==> config.mk <==
export PLATFORM = sky130hd
export DESIGN_NAME = mux_bus_demux
export DESIGN_NICKNAME = d
export VERILOG_FILES = /design/src/rtl/mux_bus_pkg.sv /design/src/rtl/sync_chain.sv /design/src/rtl/ale_latch.sv /design/src/rtl/strobe_decode.sv /design/src/rtl/addr_decode.sv /design/src/rtl/mux_bus_demux.sv
export SDC_FILE = /design/constraint.sdc
export NUM_CORES = 1
export LEC_CHECK = 0
export CAP_MARGIN = 20
export CORE_MARGIN = 2
export CORE_UTILIZATION = 55
export CTS_BUF_LIST = sky130_fd_sc_hd__clkbuf_4
export DETAILED_ROUTE_END_ITERATION = 10
export DONT_BUFFER_PORTS = 1
export GPL_TIMING_DRIVEN = 0
export PLACE_DENSITY = 0.74
export SETUP_SLACK_MARGIN = 0.05
export SLEW_MARGIN = 20
export SYNTH_ARGS = -nofsm -noshare
export SYNTH_HDL_FRONTEND = slang
export SYNTH_HIERARCHICAL = 1
export SYNTH_SLANG_ARGS = --single-unit
==> constraint.sdc <==
create_clock -name clk -period 1.6 [get_ports clk]
set_clock_uncertainty 0.1 [all_clocks]
set_input_delay 0 -clock clk [delete_from_list [all_inputs] [get_ports clk]]
set_output_delay 0 -clock clk [all_outputs]
set_load 0.01 [all_outputs]
==> src/rtl/mux_bus_pkg.sv <==
package mux_bus_pkg;

  localparam int BYTE_W = 8;
  localparam int ADDR_W = 2 * BYTE_W + 1;

  typedef enum logic [1:0] {
    BUS_NP_SPLIT  = 2'd0,
    BUS_NP_SINGLE = 2'd1,
    BUS_PG_SINGLE = 2'd2,
    BUS_PG_SPLIT  = 2'd3
  } bus_mode_e;

  // Page organisations time-share the upper address byte.
  function automatic logic mode_is_page(input logic [1:0] m);
    return m[1];
  endfunction

  // Single-read organisations carry every read on the first control input.
  function automatic logic mode_is_single(input logic [1:0] m);
    return (m == BUS_NP_SINGLE) || (m == BUS_PG_SINGLE);
  endfunction

  function automatic logic [ADDR_W-1:0] build_addr(
    input logic              page,
    input logic              ext,
    input logic [BYTE_W-1:0] latched,
    input logic [BYTE_W-1:0] fixed
  );
    return page ? {ext, latched, fixed} : {ext, fixed, latched};
  endfunction

  function automatic logic in_window(
    input logic [ADDR_W-1:0] a,
    input logic [ADDR_W-1:0] base,
    input logic [ADDR_W-1:0] mask
  );
    return (a & mask) == base;
  endfunction

endpackage

==> src/rtl/sync_chain.sv <==
module sync_chain #(
  parameter int              W       = 1,
  parameter int              STAGES  = 2,
  parameter logic [W-1:0]    RST_VAL = '0
) (
  input  logic         clk,
  input  logic         rst_n,
  input  logic [W-1:0] d,
  output logic [W-1:0] q
);

  for (genvar g = 0; g < STAGES; g++) begin : g_stage
    logic [W-1:0] r;
    if (g == 0) begin : g_first
      always_ff @(posedge clk or negedge rst_n) begin
        if (!rst_n) r <= RST_VAL;
        else        r <= d;
      end
    end else begin : g_next
      always_ff @(posedge clk or negedge rst_n) begin
        if (!rst_n) r <= RST_VAL;
        else        r <= g_stage[g-1].r;
      end
    end
  end

  assign q = g_stage[STAGES-1].r;

  initial begin
    assert (STAGES >= 2) else $error("sync_chain needs at least two stages");
  end

endmodule

==> src/rtl/ale_latch.sv <==
module ale_latch #(
  parameter int BW = 8
) (
  input  logic          clk,
  input  logic          rst_n,
  input  logic          ale_s,
  input  logic [BW-1:0] byte_s,
  output logic [BW-1:0] lat_q,
  output logic          ale_fall
);

  logic          ale_d;
  logic [BW-1:0] byte_d;

  // One extra stage keeps the byte seen while ALE was still high.
  always_ff @(posedge clk or negedge rst_n) begin
    if (!rst_n) begin
      ale_d  <= 1'b0;
      byte_d <= '0;
    end else begin
      ale_d  <= ale_s;
      byte_d <= byte_s;
    end
  end

  assign ale_fall = ale_d & ~ale_s;

  always_ff @(posedge clk or negedge rst_n) begin
    if (!rst_n)        lat_q <= '0;
    else if (ale_fall) lat_q <= byte_d;
  end

  p_fall_single_r5: assert property (@(posedge clk) disable iff (!rst_n)
    ale_fall |=> !ale_fall);

  p_hold_no_fall_r4: assert property (@(posedge clk) disable iff (!rst_n)
    !ale_fall |=> $stable(lat_q));

  p_load_on_fall_r2: assert property (@(posedge clk) disable iff (!rst_n)
    ale_fall |=> (lat_q == $past(byte_d)));

endmodule

==> src/rtl/strobe_decode.sv <==
module strobe_decode
  import mux_bus_pkg::*;
(
  input  logic       clk,
  input  logic       rst_n,
  input  logic [1:0] mode_sel,
  input  logic       wr_s_n,
  input  logic       c1_s_n,
  input  logic       c2_s_n,
  output logic [1:0] mode_q,
  output logic       busy,
  output logic       rd_en,
  output logic       psen_rd,
  output logic       wr_en,
  output logic       conflict
);

  logic single;
  logic rd_raw, psen_raw, wr_raw;

  assign busy = ~wr_s_n | ~c1_s_n | ~c2_s_n;

  // Mode is only taken between bus cycles.
  always_ff @(posedge clk or negedge rst_n) begin
    if (!rst_n)     mode_q <= BUS_NP_SPLIT;
    else if (!busy) mode_q <= mode_sel;
  end

  assign single   = mode_is_single(mode_q);
  assign rd_raw   = ~c1_s_n | (~single & ~c2_s_n);
  assign psen_raw = single ? ~c1_s_n : ~c2_s_n;
  assign wr_raw   = ~wr_s_n;

  assign conflict = rd_raw & wr_raw;
  assign rd_en    = rd_raw   & ~conflict;
  assign psen_rd  = psen_raw & ~conflict;
  assign wr_en    = wr_raw   & ~conflict;

  p_rd_wr_exclusive_r10: assert property (@(posedge clk) disable iff (!rst_n)
    !(rd_en && wr_en));

  p_conflict_quiet_r10: assert property (@(posedge clk) disable iff (!rst_n)
    conflict |-> (!rd_en && !wr_en && !psen_rd));

  p_psen_is_read_r8: assert property (@(posedge clk) disable iff (!rst_n)
    psen_rd |-> rd_en);

  p_mode_frozen_r13: assert property (@(posedge clk) disable iff (!rst_n)
    busy |=> $stable(mode_q));

endmodule

==> src/rtl/addr_decode.sv <==
module addr_decode
  import mux_bus_pkg::*;
#(
  parameter logic [ADDR_W-1:0] CFG_BASE = 17'h0FFF8,
  parameter logic [ADDR_W-1:0] CFG_MASK = 17'h1FFFE,
  parameter logic [ADDR_W-1:0] PRI_BASE = 17'h00000,
  parameter logic [ADDR_W-1:0] PRI_MASK = 17'h18000
) (
  input  logic [1:0]        mode_q,
  input  logic              ext_s,
  input  logic [BYTE_W-1:0] lat_q,
  input  logic [BYTE_W-1:0] fixed_s,
  output logic [ADDR_W-1:0] addr,
  output logic              cfg_cs,
  output logic              pri_cs
);

  assign addr   = build_addr(mode_is_page(mode_q), ext_s, lat_q, fixed_s);
  assign cfg_cs = in_window(addr, CFG_BASE, CFG_MASK);
  assign pri_cs = in_window(addr, PRI_BASE, PRI_MASK);

endmodule

==> src/rtl/mux_bus_demux.sv <==
module mux_bus_demux
  import mux_bus_pkg::*;
#(
  parameter int                SYNC_STAGES = 2,
  parameter logic [ADDR_W-1:0] CFG_BASE    = 17'h0FFF8,
  parameter logic [ADDR_W-1:0] CFG_MASK    = 17'h1FFFE,
  parameter logic [ADDR_W-1:0] PRI_BASE    = 17'h00000,
  parameter logic [ADDR_W-1:0] PRI_MASK    = 17'h18000
) (
  input  logic              clk,
  input  logic              rst_n,
  input  logic [1:0]        mode_sel,
  input  logic              ale,
  input  logic [BYTE_W-1:0] ad,
  input  logic [BYTE_W-1:0] adr_fixed,
  input  logic              a16,
  input  logic              wr_n,
  input  logic              ctl1_n,
  input  logic              ctl2_n,
  output logic [ADDR_W-1:0] addr,
  output logic              rd_en,
  output logic              psen_rd,
  output logic              wr_en,
  output logic              conflict,
  output logic              cfg_cs,
  output logic              pri_cs
);

  localparam int DATA_W = 2 * BYTE_W + 2;

  logic [DATA_W-1:0] data_s;
  logic [2:0]        strb_s;
  logic              ale_s, ext_s;
  logic [BYTE_W-1:0] ad_s, fixed_s, lat_q;
  logic              ale_fall, busy;
  logic [1:0]        mode_q;

  sync_chain #(.W(DATA_W), .STAGES(SYNC_STAGES), .RST_VAL('0)) u_sync_data (
    .clk(clk), .rst_n(rst_n),
    .d({ale, a16, ad, adr_fixed}),
    .q(data_s)
  );

  sync_chain #(.W(3), .STAGES(SYNC_STAGES), .RST_VAL(3'b111)) u_sync_strb (
    .clk(clk), .rst_n(rst_n),
    .d({wr_n, ctl1_n, ctl2_n}),
    .q(strb_s)
  );

  assign {ale_s, ext_s, ad_s, fixed_s} = data_s;

  ale_latch #(.BW(BYTE_W)) u_latch (
    .clk(clk), .rst_n(rst_n),
    .ale_s(ale_s), .byte_s(ad_s),
    .lat_q(lat_q), .ale_fall(ale_fall)
  );

  strobe_decode u_strobe (
    .clk(clk), .rst_n(rst_n), .mode_sel(mode_sel),
    .wr_s_n(strb_s[2]), .c1_s_n(strb_s[1]), .c2_s_n(strb_s[0]),
    .mode_q(mode_q), .busy(busy),
    .rd_en(rd_en), .psen_rd(psen_rd), .wr_en(wr_en), .conflict(conflict)
  );

  addr_decode #(
    .CFG_BASE(CFG_BASE), .CFG_MASK(CFG_MASK),
    .PRI_BASE(PRI_BASE), .PRI_MASK(PRI_MASK)
  ) u_addr (
    .mode_q(mode_q), .ext_s(ext_s), .lat_q(lat_q), .fixed_s(fixed_s),
    .addr(addr), .cfg_cs(cfg_cs), .pri_cs(pri_cs)
  );

  p_cs_disjoint_r12: assert property (@(posedge clk) disable iff (!rst_n)
    cfg_cs |-> !pri_cs);

  p_cfg_low_space_r11: assert property (@(posedge clk) disable iff (!rst_n)
    cfg_cs |-> !addr[ADDR_W-1]);

  p_fall_hold_r5: assert property (@(posedge clk) disable iff (!rst_n)
    (!ale_fall && !busy && $stable(mode_q)) |=> $stable(lat_q));

endmodule

### Word-level counts from Yosys, hierarchy flattened

Index checks and enable logic that the tools add are counted.

* equality and inequality tests: 3
* muxes and demuxes: 2
* bitwise logic cells: 15
* reduce and logical (&&, ||, !) cells: 2

Operator list (count)
* $logic_not A17 Y1: 1
* $eq A16 B15 Y1 const B: 1
* $mux W16: 1
* $and A1 B1 Y1: 6
* $not A1 Y1: 6
* $or A1 B1 Y1: 3
* $eq A2 B1 Y1 const B: 1
* $eq A2 B2 Y1 const B: 1
* $logic_or A1 B1 Y1: 1
* $mux W1: 1

* register bits: 61

### Depth between registers and ports, before layout

* word-level depth: 8
* mapped depth: 4
* gate-level depth less buffers: 3

### Modules after synthesis

Netlist, hierarchy kept.

By module, submodules not included
* sync_chain (u_sync_data): instances 1, cells an instance 36, area an instance 900.9 µm², sequential area each 900.9 µm²
* ale_latch: instances 1, cells an instance 27, area an instance 579.3 µm², sequential area each 425.4 µm²
* addr_decode: instances 1, cells an instance 30, area an instance 305.3 µm², sequential area each 0.0 µm²
* sync_chain (u_sync_strb): instances 1, cells an instance 6, area an instance 157.7 µm², sequential area each 157.7 µm²
* strobe_decode: instances 1, cells an instance 14, area an instance 145.1 µm², sequential area each 50.0 µm²

### Least setup slack after synthesis

OpenSTA, ideal clock, no wires.

* path type: reg2out
* start point: register u_strobe.mode_q[1]
* end point: output cfg_cs
* data arrival time: 1.259 ns
* required time: 1.500 ns
* path slack: 0.241 ns
* stages on the path, launching flop included: 5
* buffers on the path: 1
* cells stage by stage: dfrtp_1 -> buf_6 -> mux2_4 -> nand4_2 -> a2111oi_2

* longest elaborated chain between the ends: 2

RTL lines
* start, declared: RTL line strobe_decode.sv:10 `output logic [1:0] mode_q,`
* start signal, assigned: RTL line strobe_decode.sv:26 `else if (!busy) mode_q <= mode_sel;`
* $mux W16: RTL line mux_bus_pkg.sv:29 `return page ? {ext, latched, fixed} : {ext, fixed, latched};`
* via addr[9]: RTL line mux_bus_demux.sv:20 `output logic [ADDR_W-1:0] addr,`
* $eq A16 B15 Y1: RTL line mux_bus_pkg.sv:37 `return (a & mask) == base;`
* end, declared: RTL line mux_bus_demux.sv:25 `output logic cfg_cs,`

The timed path passes the listed nets, and every way through them passes these cells.

### Worst setup path in the final report

Ends and elaborated chain as after synthesis.

==> results.toml <==
[worst_hold_path]
hold_class = "primary input to asynchronous set/reset pin"

[floorplanning]
die_h_um = 65.6
io_pins = 48
initial_core_util = 0.570
die_w_um = 65.6
core_um2 = 3660
core.rowCount = 22
die-area_um2 = 4310

[setup_path]
crit_path_end_kind = "output pin"
cp-startpoint = "u_strobe/mode_q[1]$_DFFE_PN0N_"
required_ns = 1.50
cp.arrival_ns = 1.73
reg2reg_from = "u_sync_data/q[17]$_DFF_PN0_"
critPathLaunchType = "register"
cp_max_fo = 8
critPathKind = "register to output pin"

[pwr]
vdd_ir_drop_max_mv = 0.867
total_leakage_power_nw = 1.24
p_total_w = 0.00333
p_per_area_nw_per_um2 = 1220

[synthesis]
yosysMostFrequentCell = "dfrtp_1"
syn_inst = 113
synth.top_cells.by_count = "dfrtp_1 (55), mux2_2 (13), mux2_4 (11)"
syn-cell-area_um2 = 2090
yosysTopAreaCell = "dfrtp_1"
synth_async_sr_flop_share = 1.00
ys.flop_type = "dfrtp_1"
syn-num-nets = 138
ys_seq_elements = 61
ys_types = 29
synth_warnings = 6
synth_edf_count = 0
synthTopCellsByArea = "dfrtp_1 (66%), mux2_4 (7.9%), dfstp_2 (7.5%), mux2_2 (7.0%), mux2_1 (1.1%)"
avgSynthCellArea_um2 = 18.5
synth_seq_area_share = 0.735
synth_top_area_frac = 0.659

[cells_and_area]
utilization = 0.746
drive_gt1_frac = 0.421
design_area_um2 = 2730
final_net_count = 184
antennaDiodeCount = 0
final_cells = 212
syn2layout_area_growth_pct = 30.7
nFillCells = 220

[drt]
drt_iter0_drc = 30
final_antenna_net_count = 0
drc = 0
dr.pass1.iters = 3
drt-vias-per-instance = 5.03
num_vias = 1066
drt-total-wl_um = 3430
wire_per_inst_um = 16.2

[placed_design]
placed_area_um2 = 2150
portBuffers = 0
dp.cells = 161
place.gp.congestion = 0.670

[status]
status = "finished, violations left"
violations = "negative setup slack"

[global_routing]
track_usage = 0.183
grt_first_pass_wirelength_um = 5440
grt_pass1_vias = 1139
overflow = 0
grt_max_degree = 62
antenna_found_initial = 0

[timing]
rsz0062_at_grt = "yes"
slew_headroom = 0.774
finalHoldViolCount = 0
timing.final.crit_share = 1.14
finalSetupViolCount = 10
fin_ws_ns = -0.230
tightestPinTransition_ns = 0.339
fmax_ghz = 0.546
fin_crit_ns = 1.83
maxSlewViolCount = 0

[clocking]
max-clock-path-buffers = 2
numCtsBuffers = 9
cts_sinks = 61
cts_root_buffer = "clkbuf_4"
clock_latency_ns = 0.38
cts_tree = "yes"
path_clk_slew_ns = 0.09
h-tree-depth = 3

[job]
cap_violations = 0
[worst paths after layout]
check | endpoint | slack, ns | depth (start not counted)
setup / recovery | cfg_cs | -0.23 | 4
hold / removal | u_sync_data/q[3]$_DFF_PN0_ | 0.03 | 2
setup reg to reg | u_latch/lat_q[1]$_DFFE_PN0P_ | 0.38 | 3
hold reg to reg | u_latch/byte_d[3]$_DFF_PN0_ | 0.25 | 0
max in group asynchronous | u_sync_strb/q[1]$_DFF_PN1_ | 1.06 | 2
min in group clk | u_sync_strb/g_stage[0].r[2]$_DFF_PN1_ | 0.07 | 1
[cell type report]
class                      count  area [µm²]  share of cell area
multi-input combinational     47         586               0.214
clock buffer                  10        75.1              0.0275
inverter                       1        3.75             0.00137
tap                           48        60.1              0.0220
buffer                         3        38.8              0.0142
sequential                    61        1530               0.562
timing repair buffer          36         379               0.139
clock inverter                 6        53.8              0.0197
[timing repair]
action,in CTS,in global routing
setup buffers,7,4
hold buffers,25,0
endpoints found under the hold margin,84,0
pin swaps,2,1
gates cloned,0,0
resized for setup,20,4
endpoints found under the setup margin,12,16
[worst max-delay path, cell delays in order, from the launching register on]
cell,delay (ns)
dfrtp_1,0.41
buf_6,0.15
mux2_4,0.23
nand4_1,0.18
a2111oi_4,0.39
[registers in the layout, indices dropped and copies added (netlist names)]
signal / cells
u_sync_strb/g_stage.r: 3
u_sync_data/q: 18
u_sync_strb/q: 3
u_latch/byte_d: 8
u_latch/lat_q: 8
u_latch/ale_d: 1
u_strobe/mode_q: 2
u_sync_data/g_stage.r: 18
[placed cells by master (no fill, tap or decap), drive strengths merged, types with 2 or more instances in the layout]
master,Yosys,layout
buf,4,15
clkbuf,0,10
clkinv,0,5
dfrtp,55,55
dfstp,6,6
dlygate4sd3,0,24
mux2,26,26
nand2b,2,2
nand3,2,2
nand4,2,2
[per-layer routing]
| metal | vias up | part of all wire | wire, µm | global-route usage |
|---|---|---|---|---|
| met5 | - | 0 | 0 | 0 |
| met4 | 0 | 0.018 | 61 | 0.109 |
| met3 | 7 | 0.060 | 205 | 0.0788 |
| met2 | 35 | 0.51 | 1760 | 0.282 |
| met1 | 541 | 0.41 | 1400 | 0.214 |
| li1 | 483 | - | - | - |
[cells by family (layout without fill, tap and decap cells)]
| logic type | count (synthesis) | in the layout | share of synthesized area |
|---|---|---|---|
| flops | 61 | 61 | 0.735 |
| simple gates | 14 | 14 | 0.0515 |
| buf+inv | 5 | 56 | 0.0240 |
| xor+xnor | 1 | 1 | 0.00419 |
| compound gates | 5 | 5 | 0.0210 |
| mux | 27 | 27 | 0.165 |
[where the power goes]
| part | leakage (nW) | total (W) | internal [W] | switching, W |
|---|---|---|---|---|
| clock network | 0.0773 | 0.000970 | 0.000479 | 0.000491 |
| registers | 0.705 | 0.00172 | 0.00165 | 0.0000733 |
| logic | 0.456 | 0.000640 | 0.000368 | 0.000271 |
| total | 1.24 | 0.00333 | 0.00250 | 0.000835 |
[per-stage QoR]
step | setup WS, ns | TNS (ns) | hold WS [ns]
2_1_floorplan | 0.241 | 0 | -0.396
3_3_place_gp | 0.109 | 0 | -0.394
3_5_place_dp | 0.0727 | 0 | -0.394
5_1_grt | -0.329 | -2.37 | 0.0198
6_report | -0.230 | -1.45 | 0.0347
4_1_cts | -0.265 | -1.24 | 0.0218
(Power assumes the default switching activity.)
